## src/rtl/sepmed_pkg.sv

```systemverilog
package sepmed_pkg;
  typedef struct packed {
    logic vld;
    logic brd;
  } tag_t;

  localparam int unsigned TAG_W = $bits(tag_t);
  localparam int unsigned MED3_LAT = 3;
endpackage

```

## src/rtl/pipe_delay.sv

```systemverilog
module pipe_delay #(
  parameter int unsigned WIDTH = 2,
  parameter int unsigned DEPTH = 3
) (
  input  logic             clk_i,
  input  logic             rst_ni,
  input  logic [WIDTH-1:0] d_i,
  output logic [WIDTH-1:0] q_o
);
  logic [WIDTH-1:0] sr_q [DEPTH];

  always_ff @(posedge clk_i or negedge rst_ni) begin
    if (!rst_ni) begin
      for (int i = 0; i < DEPTH; i++) sr_q[i] <= '0;
    end else begin
      sr_q[0] <= d_i;
      for (int i = 1; i < DEPTH; i++) sr_q[i] <= sr_q[i-1];
    end
  end

  assign q_o = sr_q[DEPTH-1];
endmodule

```

## src/rtl/med3_pipe.sv

```systemverilog
// median(a,b,c) = max(min(a,b), min(max(a,b), c)), one register per operator
module med3_pipe #(
  parameter int unsigned DATA_W = 8
) (
  input  logic              clk_i,
  input  logic              rst_ni,
  input  logic [DATA_W-1:0] a_i,
  input  logic [DATA_W-1:0] b_i,
  input  logic [DATA_W-1:0] c_i,
  output logic [DATA_W-1:0] med_o
);
  logic [DATA_W-1:0] lo_ab_q, hi_ab_q, c_q;
  logic [DATA_W-1:0] lo_ab_d2_q, lo_hc_q;
  logic [DATA_W-1:0] med_q;

  always_ff @(posedge clk_i or negedge rst_ni) begin
    if (!rst_ni) begin
      lo_ab_q    <= '0;
      hi_ab_q    <= '0;
      c_q        <= '0;
      lo_ab_d2_q <= '0;
      lo_hc_q    <= '0;
      med_q      <= '0;
    end else begin
      // min / max stage
      lo_ab_q    <= (a_i < b_i) ? a_i : b_i;
      hi_ab_q    <= (a_i < b_i) ? b_i : a_i;
      c_q        <= c_i;
      // min stage
      lo_ab_d2_q <= lo_ab_q;
      lo_hc_q    <= (hi_ab_q < c_q) ? hi_ab_q : c_q;
      // final max selection
      med_q      <= (lo_ab_d2_q > lo_hc_q) ? lo_ab_d2_q : lo_hc_q;
    end
  end

  assign med_o = med_q;
endmodule

```

## src/rtl/raster_pos.sv

```systemverilog
module raster_pos #(
  parameter int unsigned LINE_LEN = 512
) (
  input  logic clk_i,
  input  logic rst_ni,
  input  logic adv_i,
  input  logic sof_i,
  output logic brd_o
);
  localparam int unsigned COL_W = (LINE_LEN > 2) ? $clog2(LINE_LEN) : 2;
  localparam logic [COL_W-1:0] COL_LAST = COL_W'(LINE_LEN - 1);

  logic [COL_W-1:0] col_q, col_cur;
  logic [1:0]       row_q, row_cur;   // saturates at 2
  logic             restart;

  assign restart = adv_i & sof_i;
  assign col_cur = restart ? '0 : col_q;
  assign row_cur = restart ? '0 : row_q;
  assign brd_o   = (col_cur < COL_W'(2)) || (row_cur < 2'd2);

  always_ff @(posedge clk_i or negedge rst_ni) begin
    if (!rst_ni) begin
      col_q <= '0;
      row_q <= '0;
    end else if (adv_i) begin
      if (col_cur == COL_LAST) begin
        col_q <= '0;
        row_q <= (row_cur == 2'd2) ? 2'd2 : row_cur + 2'd1;
      end else begin
        col_q <= col_cur + COL_W'(1);
        row_q <= row_cur;
      end
    end
  end
endmodule

```

## src/rtl/sep_median_filter.sv

```systemverilog
module sep_median_filter
  import sepmed_pkg::*;
#(
  parameter int unsigned DATA_W   = 8,
  parameter int unsigned LINE_LEN = 512
) (
  input  logic              clk_i,
  input  logic              rst_ni,
  input  logic              pix_valid_i,
  input  logic              sof_i,
  input  logic [DATA_W-1:0] pix_i,
  input  logic [DATA_W-1:0] hmed_prev1_i,
  input  logic [DATA_W-1:0] hmed_prev2_i,
  output logic [DATA_W-1:0] hmed_o,
  output logic              hmed_valid_o,
  output logic [DATA_W-1:0] med_o,
  output logic              med_valid_o,
  output logic              border_o
);
  logic [DATA_W-1:0] tap1_q, tap2_q;
  logic [DATA_W-1:0] win_a_q, win_b_q, win_c_q;
  tag_t              win_tag_q, h_tag, v_tag;
  logic              pos_brd;

  raster_pos #(.LINE_LEN(LINE_LEN)) u_pos (
    .clk_i  (clk_i),
    .rst_ni (rst_ni),
    .adv_i  (pix_valid_i),
    .sof_i  (sof_i),
    .brd_o  (pos_brd)
  );

  // window capture: only accepted pixels shift the taps
  always_ff @(posedge clk_i or negedge rst_ni) begin
    if (!rst_ni) begin
      tap1_q    <= '0;
      tap2_q    <= '0;
      win_a_q   <= '0;
      win_b_q   <= '0;
      win_c_q   <= '0;
      win_tag_q <= '0;
    end else begin
      win_tag_q <= '{vld: pix_valid_i, brd: pos_brd};
      if (pix_valid_i) begin
        tap1_q  <= pix_i;
        tap2_q  <= tap1_q;
        win_a_q <= tap2_q;
        win_b_q <= tap1_q;
        win_c_q <= pix_i;
      end
    end
  end

  med3_pipe #(.DATA_W(DATA_W)) u_hmed (
    .clk_i  (clk_i),
    .rst_ni (rst_ni),
    .a_i    (win_a_q),
    .b_i    (win_b_q),
    .c_i    (win_c_q),
    .med_o  (hmed_o)
  );

  pipe_delay #(.WIDTH(TAG_W), .DEPTH(MED3_LAT)) u_htag (
    .clk_i  (clk_i),
    .rst_ni (rst_ni),
    .d_i    (win_tag_q),
    .q_o    (h_tag)
  );

  assign hmed_valid_o = h_tag.vld;

  med3_pipe #(.DATA_W(DATA_W)) u_vmed (
    .clk_i  (clk_i),
    .rst_ni (rst_ni),
    .a_i    (hmed_prev2_i),
    .b_i    (hmed_prev1_i),
    .c_i    (hmed_o),
    .med_o  (med_o)
  );

  pipe_delay #(.WIDTH(TAG_W), .DEPTH(MED3_LAT)) u_vtag (
    .clk_i  (clk_i),
    .rst_ni (rst_ni),
    .d_i    (h_tag),
    .q_o    (v_tag)
  );

  assign med_valid_o = v_tag.vld & ~v_tag.brd;
  assign border_o    = v_tag.vld &  v_tag.brd;
endmodule

```

## config.mk

```make
export PLATFORM = sky130hd
export DESIGN_NAME = sep_median_filter
export DESIGN_NICKNAME = d
export VERILOG_FILES = /design/src/rtl/sepmed_pkg.sv /design/src/rtl/pipe_delay.sv /design/src/rtl/med3_pipe.sv /design/src/rtl/raster_pos.sv /design/src/rtl/sep_median_filter.sv
export SDC_FILE = /design/constraint.sdc
export NUM_CORES = 1
export LEC_CHECK = 0
export BUFFER_PORTS_ARGS = -buffer_cell sky130_fd_sc_hd__buf_2
export CAP_MARGIN = 20
export CORE_ASPECT_RATIO = 1.75
export CORE_MARGIN = 5
export CORE_UTILIZATION = 49
export CTS_BUF_LIST = sky130_fd_sc_hd__clkbuf_4 sky130_fd_sc_hd__clkbuf_8 sky130_fd_sc_hd__clkbuf_16
export DETAILED_ROUTE_END_ITERATION = 10
export HOLD_SLACK_MARGIN = 0.06
export MAX_ROUTING_LAYER = met4
export PLACE_DENSITY_LB_ADDON = 0.05
export SLEW_MARGIN = 5
export SYNTH_ARGS = -nofsm -noshare
export SYNTH_HDL_FRONTEND = slang
export SYNTH_SLANG_ARGS = --single-unit
```

## constraint.sdc

```tcl
create_clock -name clk_i -period 3.5 [get_ports clk_i]
set_clock_uncertainty 0.05 [all_clocks]
set_input_delay 0 -clock clk_i [delete_from_list [all_inputs] [get_ports clk_i]]
set_output_delay 0 -clock clk_i [all_outputs]
set_load 0.01 [all_outputs]
```

After elaboration in Yosys (flattened, before gate mapping)

Index checks and enable logic that the tools add are counted.

$mul: 0
Reductions and logical operators: 1
Bitwise gates (word level): 4
Shift-type cells: 0
Equal/unequal tests: 2
Magnitude comparators: 8
Div/mod/pow operators: 0
Add/sub/neg operators: 2
Muxes and demuxes: 13

Operators with widths:

| cell                | count |
|---|---|
| $mux 8              | 8 |
| $lt 8x8->1          | 4 |
| $mux 9              | 2 |
| $gt 8x8->1          | 2 |
| $add 9x1->9 const B | 1 |
| $eq 9x9->1 const B  | 1 |
| $lt 9x2->1 const B  | 1 |
| $mux 2              | 3 |
| $and 1x1->1         | 3 |
| $add 2x1->2 const B | 1 |
| $eq 2x2->1 const B  | 1 |
| $lt 2x2->1 const B  | 1 |
| $logic_or 1x1->1    | 1 |
| $not 1->1           | 1 |

Bits in writable memories: 0
Input port bits: 28
ROM bits: 0
Output and inout bits: 19
Register bits after elaboration: 145
Memories: 0
Logic and storage cells: 55
Bits in latches: 0

Depth between registers and ports, before layout

Depth after elaboration: 5
Mapped depth: 12
Depth with buffers taken out: 11

Cells and area by module

Synthesis repeated with hierarchy kept, for this count alone.

Cell total of the unflattened synthesis: 451
Area, all modules: 6,449.9 um^2

By module, submodules not included:

| module            | cells each | area an instance (um^2) | sequential area each (um^2) | instances |
|---|---|---|---|---|
| med3_pipe         | 155        | 2,182.1                 | 1,201.2                     | 2 |
| sep_median_filter | 55         | 1,059.8                 | 650.6                       | 1 |
| raster_pos        | 70         | 695.7                   | 275.3                       | 1 |
| pipe_delay        | 8          | 165.2                   | 150.1                       | 2 |

Least setup slack after synthesis

Ideal clock, no wire load.

Kind: input -> register
From: input port pix_valid_i
To: register u_pos.col_q[7]
Buffers on the path: 2
Library setup time: 67 ps
Arrival time: 2,193 ps
Slack: 1,190 ps
Data required time: 3,383 ps
Stages: 11
Cell sequence: clkbuf_1 -> clkbuf_1 -> a21oi_1 -> ha_1 -> nand3_1 -> nor2_1 -> and4_1 -> ha_1 -> or2_2 -> nor4b_1 -> a311o_1

Longest elaborated chain between the ends: 4
Elaborated cells on any way between the ends: 5
Classes of those cells: add/sub (1); eq/ne (1); mux (2); bitwise (1)

Ends and longest elaborated chain:

| item                                      | line                               | source |
|---|---|---|
| from (decl)                               | sep_median_filter.sv:9             | `input logic pix_valid_i,` |
| $and 1x1->1                               | raster_pos.sv:17                   | `assign restart = adv_i & sof_i;` |
| $mux 9                                    | raster_pos.sv:18                   | `assign col_cur = restart ? '0 : col_q;` |
| $add 9x1->9 or $eq 9x9->1 (tied branches) | raster_pos.sv:31, raster_pos.sv:27 |  |
| $mux 9                                    | raster_pos.sv:27                   | `if (col_cur == COL_LAST) begin` |
| to (signal assigned)                      | raster_pos.sv:31                   | `col_q <= col_cur + COL_W'(1);` |
| to (decl)                                 | raster_pos.sv:13                   | `logic [COL_W-1:0] col_q, col_cur;` |

Several ways; a longest one is shown, not always the timed one.
A chain may end at the register's enable or synchronous reset.

Worst setup path in the final report

Same ends and word-level chain as after synthesis.

==> flow_metrics.py <==
metrics = {
    "route": {
        "drtIter0Drc": 73,
        "drc_errors": 0,
        "via_per_inst": 5.05,
        "wl_um": 10700,
        "dr.pass1.iters": 4,
        "ant_nets": 0,
        "wl_per_cell_um": 14.6,
        "via_count": 3686,
    },
    "worst_setup_path": {
        "cp.arrival_ps": 2950,
        "rr_endpoint": "u_pos.col_q[7]",
        "worstPathRequired_ps": 3800,
        "reg2reg_depth": 10,
        "critPathSlowestCell": "dlygate4sd3_1",
        "rr_startpoint": "u_pos.col_q[1]",
        "path_cells": "dlygate4sd3_1 > buf_2 > buf_4 > a21oi_1 > ha_1 > nand3_1 > nor2_1 > and4_1 > ha_1 > or2_2 > nor4b_1 > a311o_1",
        "worstSetupPathType": "in2reg",
        "worstSetupStartpointType": "primary input",
        "rrSetupSlack_ps": 1090,
        "cp-startpoint": "pix_valid_i",
        "crit_fanout": 51,
        "max_stage_delay_ps": 520,
        "cpMostUsedCell": "ha_1",
        "end_kind": "flip-flop",
    },
    "global_route": {
        "grt_max_degree": 106,
        "grt_pass1_wl_um": 18400,
        "antenna_found_initial": 0,
        "grt_remaining_overflow": 0,
        "grtUsageTotal_pct": 16.1,
        "grt_pass1_vias": 4123,
    },
    "synthesis": {
        "syn_area_mm2": 0.00621,
        "synth-seq-cells": 145,
        "yosys_warnings": 0,
        "synth_common_cells": "145 x dfrtp_1, 63 x mux2_2, 48 x inv_1",
        "synth_nets": 527,
        "async_flop_share_pct": 100,
        "synth-main-ff-cell": "dfrtp_1",
        "ys_types": 37,
        "syn_inst": 452,
        "synth-edff-count": 0,
        "avgSynthCellArea_um2": 13.7,
        "yosysSeqAreaShare_pct": 58.4,
        "yosysMostFrequentCell": "dfrtp_1",
        "synth_top_area_share_pct": 58.4,
        "synth_top_area_cell": "dfrtp_1",
        "synth.area.top_cells": "dfrtp_1 58%, mux2_2 11%, ha_1 9.5%, mux2_4 4.8%, inv_1 2.9%",
    },
    "placement": {
        "place_congestion": 0.784,
        "post_dp_cell_area_mm2": 0.00665,
        "hpwl_um": 7360,
        "portBuffers": 46,
    },
    "timing": {
        "setup_viol": 0,
        "finalCritPeriodShare_pct": 75.8,
        "period_needed_ps": 2650,
        "hold_ws_ps": 224,
        "tightest_slew_ps": 922,
        "relSlewSlack_pct": 38.5,
        "max_freq_mhz": 377,
        "grt_setup_unrepaired": "no",
        "final_max_slew_viol_count": 0,
        "tns_ps": 0,
        "hold_violations": 0,
    },
    "layout": {
        "n_fill_cell": 1034,
        "fin_nets": 624,
        "area_growth_pct": 22.4,
        "diodes": 0,
        "drive_gt1_share_pct": 31.3,
        "utilization_pct": 61.2,
        "seqCellArea_mm2": 0.00363,
        "finalInstanceArea_mm2": 0.00760,
        "multiInputGateArea_mm2": 0.00236,
    },
    "floorplanning": {
        "rows": 54,
        "design.core.area_mm2": 0.0124,
        "die_area_mm2": 0.0151,
        "ios": 47,
        "die_y_um": 159,
        "fp.dieW_um": 95.1,
        "initial_core_util_pct": 50.0,
    },
    "power": {
        "powerDensity_mw_per_mm2": 759,
        "p_leak_uw": 0.00360,
        "ir_drop_mv": 0.396,
    },
    "clock_network": {
        "post_cts_buffers": 0,
        "cts_tree": "done",
        "root_buffer": "clkbuf_16",
        "cts_made_buffers": 17,
        "clock_latency_ps": 410,
        "clkSlewWorstSetupHoldPaths_ps": 60,
        "htree_num_levels": 4,
        "clk_path_buf_depth": 2,
        "cts_sinks": 145,
    },
    "min_path": {
        "hold_path.class": "in2async",
    },
    "run_status": {
        "status": "finished clean",
    },
    "run": {
        "maxCapViolCount": 0,
    },
}
[critical path: cells and delay by family]
kind,cells,cell delay (ps)
AOI/OAI and AO/OA,2,310
adders and majority gates,2,500
buffers and inverters,3,1060
and+or+nand+nor,5,1070
[power breakdown]
group	internal (uW)	switching [uW]
Sequential	2110	218
Combinational	865	761
Clock	1140	684
Total	4110	1660
[cells in the final DEF (no fill, tap or decap), types with 2 or more instances in the layout]
| cell | n |
|---|---|
| dfrtp_1 | 145 |
| mux2_2 | 63 |
| inv_1 | 48 |
| ha_1 | 47 |
| buf_2 | 45 |
| dlygate4sd3_1 | 35 |
| mux2_4 | 20 |
| nand2_1 | 19 |
| clkbuf_16 | 17 |
| a21oi_1 | 13 |
| o21ai_0 | 13 |
| nor2_1 | 12 |
| nand4_1 | 9 |
| a211oi_1 | 5 |
| buf_4 | 5 |
| o21a_1 | 4 |
| nand2b_1 | 4 |
| a211o_1 | 4 |
| o21ai_2 | 4 |
| nor2b_1 | 4 |
| o211ai_1 | 3 |
| and2_1 | 3 |
| nand3_1 | 3 |
| o22ai_1 | 3 |
| clkinv_4 | 3 |
| clkinv_2 | 3 |
| bufinv_16 | 3 |
| clkinvlp_4 | 3 |
| a21oi_2 | 2 |
| o32ai_4 | 2 |
| a32o_1 | 2 |
| a22o_1 | 2 |
| clkbuf_4 | 2 |
[routing by layer]
metal	wire, um	GRT usage (%)	vias to the layer above
met5	0	-	-
met4	244	6.90	0
met3	333	3.83	20
met2	6270	29.2	63
met1	3820	15.8	1831
li1	-	-	1772
[final cells by class]
cell class | count | share of cell area, %
sequential | 145 | 47.7
multi-input combinational | 251 | 31.0
timing repair buffer | 86 | 8.21
clock buffer | 19 | 5.79
tap | 168 | 2.76
inverter | 48 | 2.37
clock inverter | 13 | 2.14
[timing repair]
action                                  4_1_cts  5_1_grt
endpoints found under the hold margin       133        0
hold buffers                                 35        0
resized for setup                             0        0
endpoints found under the setup margin        0        0
[registers in the layout, indices dropped and copies added, names as in the netlist, 4 cells and up]
| register | cells |
|---|---|
| u_pos.col_q | 9 |
| win_a_q | 8 |
| u_vmed.hi_ab_q | 8 |
| win_b_q | 8 |
| u_vmed.c_q | 8 |
| u_htag.sr_q | 4 |
| u_hmed.lo_ab_d2_q | 8 |
| u_hmed.lo_hc_q | 8 |
| u_vmed.med_o | 8 |
| u_vmed.lo_ab_q | 8 |
| u_vmed.lo_ab_d2_q | 8 |
| u_vmed.lo_hc_q | 8 |
| u_hmed.lo_ab_q | 8 |
| u_vtag.sr_q | 4 |
| win_c_q | 8 |
| u_hmed.hi_ab_q | 8 |
| u_hmed.med_o | 8 |
| u_hmed.c_q | 8 |
[how the worst max path moves through the flow]
| stage | endpoint | slack (ps) | depth (start not counted) |
|---|---|---|---|
| after floorplan | u_pos.col_q[7] | 1190 | 11 |
| after global placement | u_pos.col_q[7] | 1050 | 11 |
| after detailed placement | u_pos.col_q[7] | 990 | 11 |
| after CTS | u_pos.col_q[7] | 870 | 12 |
| after global routing | u_pos.col_q[7] | 650 | 12 |
| final | u_pos.col_q[7] | 850 | 12 |
[per-stage QoR]
| step | total power, uW | instances | setup slack [ps] |
|---|---|---|---|
| 2_1_floorplan | 3490 | 452 | 1190 |
| 3_3_place_gp | 3910 | 663 | 1050 |
| 3_5_place_dp | 3970 | 663 | 991 |
| 4_1_cts | 5850 | 730 | 871 |
| 5_1_grt | 6130 | 730 | 653 |
| 6_report | 5770 | 730 | 848 |
[kinds of logic after synthesis]
family,synth area share (%)
flops,58.4
mux,16.3
compound gates,7.41
simple gates,4.83
buf+inv,3.63
fa+ha+maj,9.47
(Power assumes the default switching activity.)
